===== src/rtl/pbs_pkg.sv =====
package pbs_pkg;

    localparam int IDX_W = 8;
    localparam int DAT_W = 16;
    localparam int PC_W  = 5;

    localparam logic [DAT_W-1:0] PANEL0_ID = 16'h0139;

    localparam logic [1:0] CMD_INIT = 2'd0;
    localparam logic [1:0] CMD_ON   = 2'd1;
    localparam logic [1:0] CMD_OFF  = 2'd2;
    localparam logic [1:0] CMD_NONE = 2'd3;

    typedef enum logic [1:0] {
        OP_WR   = 2'd0,
        OP_WAIT = 2'd1,
        OP_END  = 2'd2
    } op_e;

    typedef struct packed {
        op_e              op;
        logic [IDX_W-1:0] idx;
        logic [DAT_W-1:0] arg;
    } ent_t;

    typedef enum logic [2:0] {
        ST_IDLE,
        ST_ID,
        ST_EXEC,
        ST_ACC,
        ST_DLY
    } st_e;

    function automatic ent_t wr(input logic [IDX_W-1:0] i, input logic [DAT_W-1:0] d);
        ent_t e;
        e.op  = OP_WR;
        e.idx = i;
        e.arg = d;
        return e;
    endfunction

    function automatic ent_t pause(input logic [DAT_W-1:0] u);
        ent_t e;
        e.op  = OP_WAIT;
        e.idx = '0;
        e.arg = u;
        return e;
    endfunction

    function automatic ent_t fin();
        ent_t e;
        e.op  = OP_END;
        e.idx = '0;
        e.arg = '0;
        return e;
    endfunction

    // Bring-up of the panel answering with PANEL0_ID
    function automatic ent_t scr_init0(input logic [PC_W-1:0] pc);
        case (pc)
            5'd0:  return wr(8'h07, 16'h0000);
            5'd1:  return wr(8'h13, 16'h0000);
            5'd2:  return pause(16'd1);
            5'd3:  return wr(8'h11, 16'h3304);
            5'd4:  return wr(8'h14, 16'h1300);
            5'd5:  return wr(8'h10, 16'h1A20);
            5'd6:  return wr(8'h13, 16'h0040);
            5'd7:  return pause(16'd5);
            5'd8:  return wr(8'h13, 16'h0060);
            5'd9:  return wr(8'h13, 16'h0070);
            5'd10: return pause(16'd20);
            5'd11: return wr(8'h07, 16'h0015);
            5'd12: return pause(16'd5);
            5'd13: return wr(8'h07, 16'h0017);
            5'd14: return wr(8'h20, 16'h0000);
            5'd15: return wr(8'h21, 16'h0000);
            5'd16: return wr(8'h22, 16'h0000);
            default: return fin();
        endcase
    endfunction

    function automatic ent_t scr_init1(input logic [PC_W-1:0] pc);
        case (pc)
            5'd0:  return wr(8'h07, 16'h0000);
            5'd1:  return wr(8'h12, 16'h0000);
            5'd2:  return pause(16'd1);
            5'd3:  return wr(8'h11, 16'h000C);
            5'd4:  return wr(8'h12, 16'h0A1C);
            5'd5:  return wr(8'h13, 16'h0022);
            5'd6:  return wr(8'h10, 16'h7404);
            5'd7:  return pause(16'd5);
            5'd8:  return wr(8'h12, 16'h065C);
            5'd9:  return pause(16'd20);
            5'd10: return wr(8'h07, 16'h0009);
            5'd11: return pause(16'd4);
            5'd12: return wr(8'h07, 16'h0109);
            5'd13: return pause(16'd4);
            5'd14: return wr(8'h07, 16'h010B);
            default: return fin();
        endcase
    endfunction

    function automatic ent_t scr_on0(input logic [PC_W-1:0] pc);
        case (pc)
            5'd0:  return wr(8'h00, 16'h0001);
            5'd1:  return pause(16'd1);
            5'd2:  return wr(8'h10, 16'h0000);
            5'd3:  return pause(16'd1);
            5'd4:  return wr(8'h11, 16'h3304);
            5'd5:  return wr(8'h10, 16'h1A20);
            5'd6:  return wr(8'h07, 16'h0015);
            5'd7:  return pause(16'd3);
            5'd8:  return wr(8'h20, 16'h0000);
            5'd9:  return wr(8'h21, 16'h0000);
            5'd10: return wr(8'h22, 16'h0000);
            default: return fin();
        endcase
    endfunction

    function automatic ent_t scr_off0(input logic [PC_W-1:0] pc);
        case (pc)
            5'd0:  return wr(8'h07, 16'h0016);
            5'd1:  return pause(16'd4);
            5'd2:  return wr(8'h07, 16'h0004);
            5'd3:  return pause(16'd4);
            5'd4:  return wr(8'h10, 16'h1E21);
            5'd5:  return pause(16'd1);
            default: return fin();
        endcase
    endfunction

    function automatic ent_t scr_on1(input logic [PC_W-1:0] pc);
        case (pc)
            5'd0:  return wr(8'h10, 16'h0400);
            5'd1:  return pause(16'd4);
            5'd2:  return wr(8'h07, 16'h0009);
            5'd3:  return pause(16'd4);
            5'd4:  return wr(8'h07, 16'h0109);
            5'd5:  return pause(16'd4);
            5'd6:  return wr(8'h07, 16'h010B);
            default: return fin();
        endcase
    endfunction

    function automatic ent_t scr_off1(input logic [PC_W-1:0] pc);
        case (pc)
            5'd0:  return wr(8'h0B, 16'h0109);
            5'd1:  return wr(8'h07, 16'h0009);
            5'd2:  return pause(16'd4);
            5'd3:  return wr(8'h07, 16'h0008);
            5'd4:  return pause(16'd4);
            5'd5:  return wr(8'h10, 16'h0400);
            5'd6:  return wr(8'h10, 16'h0401);
            5'd7:  return pause(16'd1);
            default: return fin();
        endcase
    endfunction

endpackage


===== src/rtl/pbs_script_rom.sv =====
module pbs_script_rom
    import pbs_pkg::*;
(
    input  logic [1:0]      cmd_i,
    input  logic            ptype_i,
    input  logic [PC_W-1:0] pc_i,
    output ent_t            ent_o
);

    always_comb begin
        case ({cmd_i, ptype_i})
            {CMD_INIT, 1'b0}: ent_o = scr_init0(pc_i);
            {CMD_INIT, 1'b1}: ent_o = scr_init1(pc_i);
            {CMD_ON,   1'b0}: ent_o = scr_on0(pc_i);
            {CMD_ON,   1'b1}: ent_o = scr_on1(pc_i);
            {CMD_OFF,  1'b0}: ent_o = scr_off0(pc_i);
            {CMD_OFF,  1'b1}: ent_o = scr_off1(pc_i);
            default:          ent_o = fin();
        endcase
    end

endmodule


===== src/rtl/pbs_wait_timer.sv =====
module pbs_wait_timer
    import pbs_pkg::*;
#(
    parameter int UNIT_CYC  = 1000,
    parameter int MAX_UNITS = 32
) (
    input  logic             clk,
    input  logic             rst,
    input  logic             load_i,
    input  logic [DAT_W-1:0] units_i,
    output logic             last_o
);

    localparam int CW = $clog2(MAX_UNITS * UNIT_CYC + 1);

    logic [CW-1:0] cnt_q;
    logic [31:0]   span;

    assign span   = 32'(units_i) * 32'(UNIT_CYC);
    assign last_o = (cnt_q <= CW'(1));

    always_ff @(posedge clk) begin
        if (rst) begin
            cnt_q <= '0;
        end else if (load_i) begin
            cnt_q <= CW'(span);
        end else if (cnt_q != '0) begin
            cnt_q <= cnt_q - CW'(1);
        end
    end

endmodule


===== src/rtl/pbs_seq_fsm.sv =====
module pbs_seq_fsm
    import pbs_pkg::*;
(
    input  logic             clk,
    input  logic             rst,
    input  logic             start_i,
    input  logic [1:0]       cmd_i,
    input  logic             acc_done_i,
    input  logic [DAT_W-1:0] acc_rdata_i,
    input  ent_t             ent_i,
    input  logic             tmr_last_i,
    output logic [1:0]       cmd_o,
    output logic [PC_W-1:0]  pc_o,
    output logic             tmr_load_o,
    output logic [DAT_W-1:0] tmr_units_o,
    output logic             busy_o,
    output logic             done_o,
    output logic             panel_type_o,
    output logic             acc_req_o,
    output logic             acc_wr_o,
    output logic [IDX_W-1:0] acc_idx_o,
    output logic [DAT_W-1:0] acc_data_o
);

    st_e              st_q;
    logic [1:0]       cmd_q;
    logic [PC_W-1:0]  pc_q;
    logic             type_q;
    logic             done_q;
    logic             req_q;
    logic             wr_q;
    logic [IDX_W-1:0] idx_q;
    logic [DAT_W-1:0] dat_q;

    assign cmd_o        = cmd_q;
    assign pc_o         = pc_q;
    assign tmr_load_o   = (st_q == ST_EXEC) && (ent_i.op == OP_WAIT);
    assign tmr_units_o  = ent_i.arg;
    assign busy_o       = (st_q != ST_IDLE);
    assign done_o       = done_q;
    assign panel_type_o = type_q;
    assign acc_req_o    = req_q;
    assign acc_wr_o     = wr_q;
    assign acc_idx_o    = idx_q;
    assign acc_data_o   = dat_q;

    always_ff @(posedge clk) begin
        if (rst) begin
            st_q   <= ST_IDLE;
            cmd_q  <= CMD_INIT;
            pc_q   <= '0;
            type_q <= 1'b0;
            done_q <= 1'b0;
            req_q  <= 1'b0;
            wr_q   <= 1'b0;
            idx_q  <= '0;
            dat_q  <= '0;
        end else begin
            done_q <= 1'b0;
            case (st_q)
                ST_IDLE: begin
                    if (start_i && (cmd_i != CMD_NONE)) begin
                        cmd_q <= cmd_i;
                        pc_q  <= '0;
                        if (cmd_i == CMD_INIT) begin
                            st_q  <= ST_ID;
                            req_q <= 1'b1;
                            wr_q  <= 1'b0;
                            idx_q <= '0;
                            dat_q <= '0;
                        end else begin
                            st_q <= ST_EXEC;
                        end
                    end
                end
                ST_ID: begin
                    if (acc_done_i) begin
                        req_q  <= 1'b0;
                        type_q <= (acc_rdata_i != PANEL0_ID);
                        st_q   <= ST_EXEC;
                    end
                end
                ST_EXEC: begin
                    case (ent_i.op)
                        OP_WR: begin
                            req_q <= 1'b1;
                            wr_q  <= 1'b1;
                            idx_q <= ent_i.idx;
                            dat_q <= ent_i.arg;
                            st_q  <= ST_ACC;
                        end
                        OP_WAIT: st_q <= ST_DLY;
                        default: begin
                            done_q <= 1'b1;
                            st_q   <= ST_IDLE;
                        end
                    endcase
                end
                ST_ACC: begin
                    if (acc_done_i) begin
                        req_q <= 1'b0;
                        pc_q  <= pc_q + PC_W'(1);
                        st_q  <= ST_EXEC;
                    end
                end
                ST_DLY: begin
                    if (tmr_last_i) begin
                        pc_q <= pc_q + PC_W'(1);
                        st_q <= ST_EXEC;
                    end
                end
                default: st_q <= ST_IDLE;
            endcase
        end
    end

endmodule


===== src/rtl/panel_bringup_seq.sv =====
module panel_bringup_seq
    import pbs_pkg::*;
#(
    parameter int WAIT_UNIT_CYC = 1000,
    parameter int MAX_UNITS     = 32
) (
    input  logic        clk,
    input  logic        rst,
    input  logic        start_i,
    input  logic [1:0]  cmd_i,
    output logic        busy_o,
    output logic        done_o,
    output logic        panel_type_o,
    output logic        acc_req_o,
    output logic        acc_wr_o,
    output logic [7:0]  acc_idx_o,
    output logic [15:0] acc_data_o,
    input  logic        acc_done_i,
    input  logic [15:0] acc_rdata_i
);

    logic [1:0]       cmd_sel;
    logic [PC_W-1:0]  pc;
    ent_t             ent;
    logic             tmr_load;
    logic [DAT_W-1:0] tmr_units;
    logic             tmr_last;

    pbs_script_rom u_rom (
        .cmd_i   (cmd_sel),
        .ptype_i (panel_type_o),
        .pc_i    (pc),
        .ent_o   (ent)
    );

    pbs_wait_timer #(
        .UNIT_CYC  (WAIT_UNIT_CYC),
        .MAX_UNITS (MAX_UNITS)
    ) u_tmr (
        .clk     (clk),
        .rst     (rst),
        .load_i  (tmr_load),
        .units_i (tmr_units),
        .last_o  (tmr_last)
    );

    pbs_seq_fsm u_fsm (
        .clk          (clk),
        .rst          (rst),
        .start_i      (start_i),
        .cmd_i        (cmd_i),
        .acc_done_i   (acc_done_i),
        .acc_rdata_i  (acc_rdata_i),
        .ent_i        (ent),
        .tmr_last_i   (tmr_last),
        .cmd_o        (cmd_sel),
        .pc_o         (pc),
        .tmr_load_o   (tmr_load),
        .tmr_units_o  (tmr_units),
        .busy_o       (busy_o),
        .done_o       (done_o),
        .panel_type_o (panel_type_o),
        .acc_req_o    (acc_req_o),
        .acc_wr_o     (acc_wr_o),
        .acc_idx_o    (acc_idx_o),
        .acc_data_o   (acc_data_o)
    );

endmodule


===== config.mk =====
export PLATFORM = sky130hd
export DESIGN_NAME = panel_bringup_seq
export DESIGN_NICKNAME = d
export VERILOG_FILES = /design/src/rtl/pbs_pkg.sv /design/src/rtl/pbs_script_rom.sv /design/src/rtl/pbs_wait_timer.sv /design/src/rtl/pbs_seq_fsm.sv /design/src/rtl/panel_bringup_seq.sv
export SDC_FILE = /design/constraint.sdc
export NUM_CORES = 1
export LEC_CHECK = 0
export BUFFER_PORTS_ARGS = -buffer_cell sky130_fd_sc_hd__buf_2
export CAP_MARGIN = 10
export CORE_MARGIN = 1.5
export CORE_UTILIZATION = 60
export CTS_CLUSTER_SIZE = 10
export DETAILED_ROUTE_END_ITERATION = 7
export PLACE_DENSITY = 0.84
export SETUP_SLACK_MARGIN = 0.1
export SLEW_MARGIN = 20
export SYNTH_ARGS = -nofsm -noshare
export SYNTH_HDL_FRONTEND = slang
export SYNTH_SLANG_ARGS = --single-unit

===== constraint.sdc =====
create_clock -name clk -period 6.56 [get_ports clk]
set_input_delay 0.328 -clock clk [delete_from_list [all_inputs] [get_ports clk]]
set_output_delay 0.328 -clock clk [all_outputs]
set_load 0.05 [all_outputs]

==> metrics.txt <==
outcome completed; Util after Layout 0.6713; total grt overflow 0; clock skew 0.01698 ns; later-pin clock latency in the skew report 0.39 ns; gpl congestion 0.9282; initial antenna violation count 0; crit path launch u_fsm.pc_o[4]; WL final 15.59 mm; met1 wire length 6.262 mm; Initial Utilization 0.6154; Max Clock Freq 0.1747 GHz; DRT antenna net count 0; Seq cells post-synth 101; Top Family by Delay on Critical Path adder cells; design internal power 1.240 mW; IR drop worst, VDD 0.1585 mV; Area Overhead vs Synth 9.091%; area share of the largest cell type after synthesis 0.3393; fin nets 770; R2R setup slack 0.84 ns; Netlist cell types 85; Mapped Avg Cell Area 9.085 um2; CTS tree built; CP required 6.82 ns; Critical R2R Launch u_fsm.pc_o[4]; post-route minimum period 5.724 ns; vias 5203; CP Capture Type register; drt pass-1 iters 8; clk sink count 101; number of global-route vias before repair 5077; Resized Gates After CTS 0; area leader, netlist dfxtp_1; Comb power frac 0.468; Net Sw Frac 0.4491; Bufs on Longest Clock Path 2; Most used DFF post-synth dfxtp_1; Mapped Area 0.005959 mm2; hold buffers post-CTS 0; post-DR vias/cell 6.291; Clock Root Buffer clkbuf_8; Worst Path Max Fanout 14; WP buf/inv 3; Ys Warns 0; critical path type register to register; largest net degree at the start of global routing 40; Slew Limit Fails 0; clock buffer count from CTS 9; worst min path class input port to register; final setup violating endpoints 0; WL/cell 18.85 um; ranking of synthesized cells by area dfxtp_1, ha_1, fa_1; crit path launch type register; CP peak stage delay 0.64 ns; RSZ-0062 raised after global routing false; global-route wire length before repair 25.09 mm; Setup TNS 0 ns; Max H-tree Level 3; met2 wire len 7.776 mm; Post-synth EDFFs 0; Clock Power Share 0.184; Worst-path clk slew 0.12 ns; DP HPWL 11.68 mm; highest routed layer met4; drt first-iter violations 477; Max-slew headroom 0.2802; site row count 36; cells after synthesis 656; IO Pins 51; most frequent cells in the layout dfxtp_1, inv_1, nor2_1, nand2_1, buf_2; Buffers on Ports 46; CP cell instances nor2_1, and3_1, a222oi_1, nand2_1, a21oi_1, inv_1, fa_1, fa_1, inv_1, fa_1, fa_1, inv_1, ha_1, a21oi_1, o21ai_0, nor4_1, nor3_1, nand2_1, o221ai_1; Hold Startpoint cmd_i[0]; commonest non-fill, non-tap cell in the layout dfxtp_1; ys async rst share 0; # DRC 0; PwrDens 346.3 mW/mm2; Die Y 102.7 um; Sequential Power Share 0.347; Worst Path Arrival 5.99 ns; Final period util 0.8726; diodes inserted 0; layout cell share with drive strength beyond 1 0.1412; Least-Margin Pin Slew 1.076 ns; met3 routed WL 1.041 mm; Leakage 2.964 nW; final hold vios 0; core area 0.009684 mm2; total track usage 0.3088; Seq/Total Area, Yosys 0.3393; full die area 0.01054 mm2; Max Cap Viol 0; Psw 1.011 mW; postcts setup bufs 0; CP max stage cell dfxtp_1; total power 2.252 mW; Die X 102.7 um; most used cell, CP fa_1
metal layers:
layer	track usage	up-vias
li1	-	2393
met1	0.3840	2499
met2	0.5196	264
met3	0.05220	47
met4	0.1538	0
met5	0	-
power by group through the flow:
stage	clock, mW	sequential (mW)	combinational (mW)
6_report	0.415	0.782	1.05
5_1_grt	0.440	0.793	1.16
4_1_cts	0.418	0.780	1.05
3_5_place_dp	0	0.792	1.04
3_3_place_gp	0	0.787	0.997
2_1_floorplan	0	0.821	0.768
cells by family after synthesis:
logic type,synth area share
muxes,0.01701
adders and majority gates,0.1516
xor gates and xnor gates,0.04115
AOI/OAI and AO/OA,0.1957
DFF,0.3393
other,0.0006293
and+or+nand+nor,0.1915
buffers and inverters,0.06320
per-stage QoR:
stage	instances	hold slack (ns)	cell area [um2]	setup slack, ns
floorplan	659	0.4719	5971	1.042
CTS	827	0.2158	6501	0.9026
finish	827	0.2313	6501	0.8356
detailed placement	811	0.4429	6289	0.9063
global placement	811	0.4328	6289	1.183
global route	827	0.2410	6501	0.3659
final timing paths:
| path | end | cells after the start |
|---|---|---|
| worst max register to register | u_tmr.cnt_q[14] | 19 |
| worst min register to register | u_fsm.acc_idx_o[5] | 1 |
| worst min-delay path | u_fsm.cmd_o[0] | 3 |
| worst max-delay path | u_tmr.cnt_q[14] | 19 |
worst register-to-register path: stages, from the launching register on:
cell and delay (ns):
dfxtp_1 0.64, nor2_1 0.21, and3_1 0.31, a222oi_1 0.36, nand2_1 0.08, a21oi_1 0.30
inv_1 0.22, fa_1 0.56, fa_1 0.52, inv_1 0.05, fa_1 0.47, fa_1 0.52
inv_1 0.05, ha_1 0.33, a21oi_1 0.21, o21ai_0 0.15, nor4_1 0.31, nor3_1 0.09
nand2_1 0.09, o221ai_1 0.10
cells in the mapped netlist (all sizes together), types with 10 or more instances:
cell type    n
buf         16
inv         58
ha          37
o21ai       16
nand2       53
clkbuf      19
fa          22
or3         15
nor2b       10
dfxtp      101
nor3        16
nand3       18
a22o        14
nor2        52
a21oi       31
xnor2       21
layout make-up:
type                            instances  area (um2)
Clock inverter                          7       88.84
Fill cell                             778        3183
Clock buffer                            9       123.9
Sequential cell                       101        2022
Tap cell                              133       166.4
Inverter                               58       217.7
Multi-Input combinational cell        465        3592
Timing Repair Buffer                   54       290.3
Note: power is estimated with default switching activity, not from simulation.
